[src/rtl/csr_pkg.sv]
package csr_pkg;
  localparam int WORD_W = 32;

  typedef enum logic {BANK_CTRL = 1'b0, BANK_STAT = 1'b1} bank_e;

  // Bank select position: one above the wider of the two index fields.
  function automatic int sel_bit(input int ctrl_aw, input int stat_aw);
    return (ctrl_aw > stat_aw) ? ctrl_aw : stat_aw;
  endfunction

  // Index field width, never zero so vectors stay legal.
  function automatic int idx_width(input int sel);
    return (sel < 1) ? 1 : sel;
  endfunction

  // True when an index lies inside a bank of the given entry count.
  function automatic logic idx_in_bank(input longint unsigned idx, input longint unsigned entries);
    return idx < entries;
  endfunction
endpackage

[src/rtl/csr_decode.sv]
module csr_decode
  import csr_pkg::*;
#(
  parameter int BUS_AW  = 32,
  parameter int CTRL_AW = 2,
  parameter int STAT_AW = 1,
  localparam int SEL    = sel_bit(CTRL_AW, STAT_AW),
  localparam int IDX_W  = idx_width(SEL),
  localparam int NCTRL  = 1 << CTRL_AW,
  localparam int NSTAT  = 1 << STAT_AW
) (
  input  logic [BUS_AW-1:0] addr,
  output bank_e             bank,
  output logic [IDX_W-1:0]  idx,
  output logic              ok
);
  logic [BUS_AW-1:0] low_mask;
  logic [BUS_AW-1:0] idx_full;
  logic [BUS_AW-1:0] upper;
  logic              in_range;

  always_comb begin
    low_mask = (BUS_AW'(1) << SEL) - BUS_AW'(1);
    idx_full = addr & low_mask;
    upper    = addr >> (SEL + 1);
    bank     = bank_e'(addr[SEL]);
    idx      = idx_full[IDX_W-1:0];
    if (bank == BANK_CTRL)
      in_range = idx_in_bank(longint'(idx_full), longint'(NCTRL));
    else
      in_range = idx_in_bank(longint'(idx_full), longint'(NSTAT));
    ok = (upper == '0) && in_range;
  end
endmodule

[src/rtl/csr_ctrl_bank.sv]
module csr_ctrl_bank
  import csr_pkg::*;
#(
  parameter int NCTRL = 4,
  parameter int IDX_W = 2
) (
  input  logic                    clk,
  input  logic                    rst,
  input  logic                    wr_en,
  input  logic [IDX_W-1:0]        idx,
  input  logic [WORD_W-1:0]       wdata,
  output logic [NCTRL*WORD_W-1:0] q_flat,
  output logic [WORD_W-1:0]       rd_word
);
  logic [WORD_W-1:0] regs [NCTRL];

  for (genvar i = 0; i < NCTRL; i++) begin : g_reg
    always_ff @(posedge clk) begin
      if (rst)
        regs[i] <= '0;
      else if (wr_en && (int'(idx) == i))
        regs[i] <= wdata;
    end
    assign q_flat[i*WORD_W +: WORD_W] = regs[i];
  end

  always_comb begin
    rd_word = '0;
    for (int k = 0; k < NCTRL; k++)
      if (int'(idx) == k) rd_word = regs[k];
  end
endmodule

[src/rtl/csr_stat_mux.sv]
module csr_stat_mux
  import csr_pkg::*;
#(
  parameter int NSTAT = 2,
  parameter int IDX_W = 2
) (
  input  logic [NSTAT*WORD_W-1:0] d_flat,
  input  logic [IDX_W-1:0]        idx,
  output logic [WORD_W-1:0]       rd_word
);
  always_comb begin
    rd_word = '0;
    for (int k = 0; k < NSTAT; k++)
      if (int'(idx) == k) rd_word = d_flat[k*WORD_W +: WORD_W];
  end
endmodule

[src/rtl/csr_slave.sv]
module csr_slave
  import csr_pkg::*;
#(
  parameter int BUS_AW  = 32,
  parameter int CTRL_AW = 2,
  parameter int STAT_AW = 1,
  localparam int NCTRL  = 1 << CTRL_AW,
  localparam int NSTAT  = 1 << STAT_AW,
  localparam int SEL    = sel_bit(CTRL_AW, STAT_AW),
  localparam int IDX_W  = idx_width(SEL)
) (
  input  logic                    clk,
  input  logic                    rst,
  input  logic [BUS_AW-1:0]       bus_addr,
  input  logic [WORD_W-1:0]       bus_wdata,
  input  logic                    bus_stb,
  input  logic                    bus_we,
  output logic [WORD_W-1:0]       bus_rdata,
  output logic                    bus_ack,
  output logic                    bus_err,
  output logic [NCTRL*WORD_W-1:0] ctrl_q,
  input  logic [NSTAT*WORD_W-1:0] stat_d
);
  // Named internal events, also used by the checker.
  bank_e             dec_bank;
  logic [IDX_W-1:0]  dec_idx;
  logic              dec_ok;
  logic              resp_q;
  logic              acc_fire;
  logic              ctrl_wr;
  logic [WORD_W-1:0] ctrl_word;
  logic [WORD_W-1:0] stat_word;
  logic [WORD_W-1:0] sel_word;

  csr_decode #(.BUS_AW(BUS_AW), .CTRL_AW(CTRL_AW), .STAT_AW(STAT_AW)) u_dec (
    .addr(bus_addr), .bank(dec_bank), .idx(dec_idx), .ok(dec_ok)
  );

  // One access is accepted per idle cycle; the response cycle blocks re-acceptance.
  assign acc_fire = bus_stb && !resp_q;
  assign ctrl_wr  = acc_fire && dec_ok && bus_we && (dec_bank == BANK_CTRL);

  csr_ctrl_bank #(.NCTRL(NCTRL), .IDX_W(IDX_W)) u_ctrl (
    .clk(clk), .rst(rst), .wr_en(ctrl_wr), .idx(dec_idx),
    .wdata(bus_wdata), .q_flat(ctrl_q), .rd_word(ctrl_word)
  );

  csr_stat_mux #(.NSTAT(NSTAT), .IDX_W(IDX_W)) u_stat (
    .d_flat(stat_d), .idx(dec_idx), .rd_word(stat_word)
  );

  assign sel_word = (dec_bank == BANK_CTRL) ? ctrl_word : stat_word;

  always_ff @(posedge clk) begin
    if (rst) begin
      resp_q    <= 1'b0;
      bus_ack   <= 1'b0;
      bus_err   <= 1'b0;
      bus_rdata <= '0;
    end else begin
      resp_q    <= acc_fire;
      bus_ack   <= acc_fire && dec_ok;
      bus_err   <= acc_fire && !dec_ok;
      bus_rdata <= (acc_fire && dec_ok && !bus_we) ? sel_word : '0;
    end
  end
endmodule

[config.mk]
export PLATFORM = sky130hd
export DESIGN_NAME = csr_slave
export DESIGN_NICKNAME = d
export VERILOG_FILES = /design/src/rtl/csr_pkg.sv /design/src/rtl/csr_decode.sv /design/src/rtl/csr_ctrl_bank.sv /design/src/rtl/csr_stat_mux.sv /design/src/rtl/csr_slave.sv
export SDC_FILE = /design/constraint.sdc
export NUM_CORES = 1
export LEC_CHECK = 0
export BUFFER_PORTS_ARGS = -buffer_cell sky130_fd_sc_hd__buf_2
export CAP_MARGIN = 0
export CORE_MARGIN = 1
export CORE_UTILIZATION = 45
export DETAILED_ROUTE_END_ITERATION = 7
export PLACE_DENSITY = 0.72
export SLEW_MARGIN = 20
export SYNTH_ARGS = -nofsm -noshare
export SYNTH_HDL_FRONTEND = slang
export SYNTH_SLANG_ARGS = --single-unit
[constraint.sdc]
create_clock -name clk -period 4.6 [get_ports clk]
set_input_delay 0.46 -clock clk [delete_from_list [all_inputs] [get_ports clk]]
set_output_delay 0.46 -clock clk [all_outputs]
set_load 0.02 [all_outputs]
; Word-level counts from Yosys, hierarchy flattened
; Memories as Yosys holds them, arrays and structs flattened.
; Cells that the tools add are included.
[classes]
add_sub_neg = 0
div_mod_pow = 0
n_reduce_logical = 17
magnitude_cmp = 2
n_eq_ne = 3
shifts = 0
n_mux = 26
multipliers = 0
bitwise_logic = 6
[ops]
columns = operator, n
row1 = 2-to-1 mux 32 bit, 11
row2 = zero test 32 bit, 1
row3 = 2-to-1 mux 1 bit, 15
row4 = logical AND 1 bit, 11
row5 = "equality test 2 bit, second input constant", 2
row6 = bitwise OR 1 bit, 4
row7 = zero test 1 bit, 3
row8 = "less-than comparator 2 x 3 -> 1 bit, second input constant", 1
row9 = "equality test 2 x 1 -> 1 bit, second input constant", 1
row10 = zero test 2 bit, 1
row11 = "less-than comparator 2 bit, second input constant", 1
row12 = inverter 1 bit, 2
row13 = OR reduction 2 bit, 1
[word_totals]
wordCells = 59
n_memories = 1
ramBits = 128
regBits = 35
latch_bits = 0
romBits = 0
input_bits = 132
[memory_table]
columns = name, depth, width, rd, rd_clocked_by_memory_dff, write_ports, line_no
row1 = u_ctrl.regs, 4, 32, 4, 0, 4, csr_ctrl_bank.sv:15  ; logic [WORD_W-1:0] regs [NCTRL];

; Logic depth before layout (Yosys ltp)
[depth]
depth_word = 11
depth_mapped = 7
depth_no_buf = 3

; Hierarchy
; A second synthesis with hierarchy kept.
[hier_totals]
cells_unflattened = 560
hier_area_um2 = 7656.1
[modules_own_cells]
columns = module, seq_area_each_um2, n_inst, cells_each, area_per_inst_um2
row1 = csr_ctrl_bank, 3843.7, 1, 359, 5529.1
row2 = csr_slave, 700.7, 1, 116, 1496.4
row3 = csr_stat_mux, 0.0, 1, 71, 523.0
row4 = csr_decode, 0.0, 1, 14, 107.6

; Worst setup path before layout
; OpenSTA, ideal clock, no wires.
[synth_path]
path_kind = input port to flip-flop
startpoint = in bus_addr[19]
endpoint = mem u_ctrl.regs[3][0] (enable)
t_arrival_ns = 3.738
t_required_ns = 4.130
path_stages = 5
setup_slack_ns = 0.392
path_cell_list = nor4_1 nand4_1 buf_2 clkbuf_1 o31ai_1
[synth_lines]
columns = element, line_no
row1 = start: declaration, csr_slave.sv:14  ; input logic [BUS_AW-1:0] bus_addr,
row2 = end: declaration, csr_ctrl_bank.sv:15

==> results.sh <==
export IMPL_synth_top_cell_area_share_pct=46.8
export IMPL_cts_buffers=17
export IMPL_timing_rr_start="resp_q$_SDFF_PP0_"
export IMPL_tns_ns=0
export IMPL_hold_end="bus_ack$_SDFF_PP0_"
export IMPL_hold_depth=2
export IMPL_layout_cells_non_filler=1109
export IMPL_hold_slack_ns=0.251
export IMPL_dr_wl_met3_um=2350
export IMPL_r2r_cells=4
export IMPL_wire_per_inst_um=22.4
export IMPL_syn_num_nets=756
export IMPL_period_minus_slack_ns=3.11
export IMPL_grt_pass1_wl_um=36200
export IMPL_die_w_um=137
export IMPL_fin_skew_ns=0.00973
export IMPL_worstHoldStart="rst"
export IMPL_grt_pass1_vias=6052
export IMPL_start_util_pct=45.8
export IMPL_rsz0062_at_grt="no"
export IMPL_worst_skew_pair_late_latency_ns=0.42
export IMPL_top_layer_used="met4"
export IMPL_routed_via_density=6.08
export IMPL_nNetsFinal=1000
export IMPL_fin_area_um2=10200
export IMPL_ir_drop_mv=0.258
export IMPL_cts_tree="built"
export IMPL_yosys_warnings=0
export IMPL_grt_overflow_total=0
export IMPL_synthTopCellsByArea="edfxtp_1 47%, nor4_1 10%, dfxtp_1 8.5%, mux4_2 6.0%, and3b_1 3.4%"
export IMPL_slew_violations=0
export IMPL_design_core_area_um2=17900
export IMPL_dpl_hpwl_um=16200
export IMPL_crit_type="input port to flop"
export IMPL_grt_max_degree=167
export IMPL_h_tree_depth=4
export IMPL_wl_met1_um=10500
export IMPL_portBuffers=293
export IMPL_power_density_nw_per_um2=326
export IMPL_hold_violations=0
export IMPL_fmax_mhz=322
export IMPL_post_cts_buffers=0
export IMPL_met2WireLength_um=11600
export IMPL_drive_gt1_share_pct=44.9
export IMPL_cts_buffer_depth=2
export IMPL_globalplace_congestion=0.798
export IMPL_yosys_register_bits=163
export IMPL_place_area_um2=9700
export IMPL_finalSetupViolCount=0
export IMPL_utilization_pct=57.1
export IMPL_cts_root_buf="clkbuf_16"
export IMPL_drc=0
export IMPL_startpoint_type="input port"
export IMPL_yosysSeqAreaShare_pct=55.4
export IMPL_hold_class="input port to flop"
export IMPL_num_antenna_cells=0
export IMPL_critical_path_required_ns=4.72
export IMPL_tightestPinTransition_ns=1.03
export IMPL_syn_area_um2=8210
export IMPL_p_total_mw=3.33
export IMPL_antenna_found_initial=0
export IMPL_syn_to_final_growth_pct=24.6
export IMPL_crit_path_end_kind="flop"
export IMPL_fin_crit_sh_pct=67.5
export IMPL_synthCells=624
export IMPL_track_usage_pct=26.5
export IMPL_fin_ws_ns=1.49
export IMPL_r2r_end="u_ctrl.regs[3][26]$_SDFFCE_PN0P_"
export IMPL_post_place_cells=1078
export IMPL_cts_resized_gates=0
export IMPL_crit_fanout=85
export IMPL_vias=6748
export IMPL_arrival_ns=3.23
export IMPL_max_cap_viol_count=0
export IMPL_cts_clk_slew_worst_paths_ns=0.06
export IMPL_io_pin_count=294
export IMPL_outcome="complete, no violations"
export IMPL_yosysTopAreaCell="edfxtp_1"
export IMPL_synth_distinct_cells=33
export IMPL_drt_wl_total_um=24900
export IMPL_die_height_um=137
export IMPL_rows=49
export IMPL_cts_num_sinks=163
export IMPL_dieArea_um2=18800
export IMPL_syn_avg_cell_area_um2=13.1
export IMPL_rrSetupSlack_ns=2.07
export IMPL_holdBufCountCts=0
export IMPL_first_pass_iters=5
export IMPL_drt_initial_drc_count=702
export IMPL_slew_limit_headroom_pct=31.7
export IMPL_leakagePower_nw=3.91
export IMPL_ant_nets=0
export IMPL_dp_slack_ns=1.22
cells by family after synthesis:
| kind of cell | Yosys count | synth area share, % |
|---|---|---|
| simple gates | 275 | 22.7 |
| buf+inv | 84 | 5.47 |
| mux | 32 | 9.24 |
| flops | 163 | 55.4 |
| compound gates | 70 | 7.24 |
power breakdown:
| group | total (mW) | internal [mW] | switching, mW |
|---|---|---|---|
| clock network | 1.29 | 0.730 | 0.556 |
| logic | 0.383 | 0.150 | 0.233 |
| registers | 1.66 | 1.63 | 0.0313 |
| total | 3.33 | 2.51 | 0.820 |
critical path, stage by stage:
cell and delay (ns):
buf_4 0.46, a211oi_1 0.15, nand4_1 0.14, buf_4 0.71, buf_4 0.84, nor4_1 0.20
metal layers:
metal	global-route usage, %	up-vias
met5	0	-
met1	37.6	3274
li1	-	3034
met2	40.9	402
met4	8.30	0
met3	5.19	38
how the worst max path moves through the flow:
stage,end,slack (ns),depth (start not counted),from
floorplan,u_ctrl.regs[3][0]$_SDFFCE_PN0P_,0.39,5,bus_addr[19]
global placement,u_ctrl.regs[3][7]$_SDFFCE_PN0P_,1.26,6,bus_addr[1]
detailed placement,u_ctrl.regs[2][3]$_SDFFCE_PN0P_,1.22,6,bus_addr[1]
CTS,u_ctrl.regs[2][3]$_SDFFCE_PN0P_,1.63,6,bus_addr[1]
global route,u_ctrl.regs[2][3]$_SDFFCE_PN0P_,1.42,6,bus_addr[1]
finish,u_ctrl.regs[2][3]$_SDFFCE_PN0P_,1.49,6,bus_addr[1]
final cells by class:
cell class,count,area [um^2]
Clock inverter,12,91.3
Tap cell,229,287
Clock buffer,19,433
Inverter,1,3.75
Timing Repair Buffer,308,1600
Sequential cell,163,4540
Multi-Input combinational cell,377,3270
Fill cell,1539,7670
Yosys cell counts, drive strengths merged:
master   number
nor3          1
mux4         32
nand3         1
nor4        135
or3           1
and4bb        1
nand2b       33
edfxtp      128
nor3b        32
a211oi        1
clkinv        1
o21ai        32
buf          32
nand4         2
nor2          2
and3b        32
nand3b        2
dfxtp        35
nand2        33
o21a          1
a2111oi      32
o31ai         4
clkbuf       51
placed cells by master, fill, tap and decap left out, types with 2 or more instances in the layout:
master / n
buf_2: 291
nor4_1: 135
edfxtp_1: 128
dfxtp_1: 35
nand2_1: 33
nand2b_1: 33
and3b_1: 32
mux4_2: 22
nor3b_2: 20
a2111oi_1: 17
clkbuf_16: 17
o21ai_0: 16
o21ai_1: 16
buf_4: 16
a2111oi_2: 14
nor3b_1: 12
mux4_1: 10
clkinv_1: 5
o31ai_4: 4
clkinvlp_4: 3
nand4_1: 2
nand3b_1: 2
nor2_1: 2
clkinv_2: 2
clkbuf_1: 2
state kept, by name, indices dropped and copies added (netlist names):
| register | cells |
|---|---|
| bus_err | 1 |
| u_ctrl.regs | 128 |
| bus_ack | 1 |
| resp_q | 1 |
| bus_rdata | 32 |
Note: power is estimated with default switching activity, not from simulation.
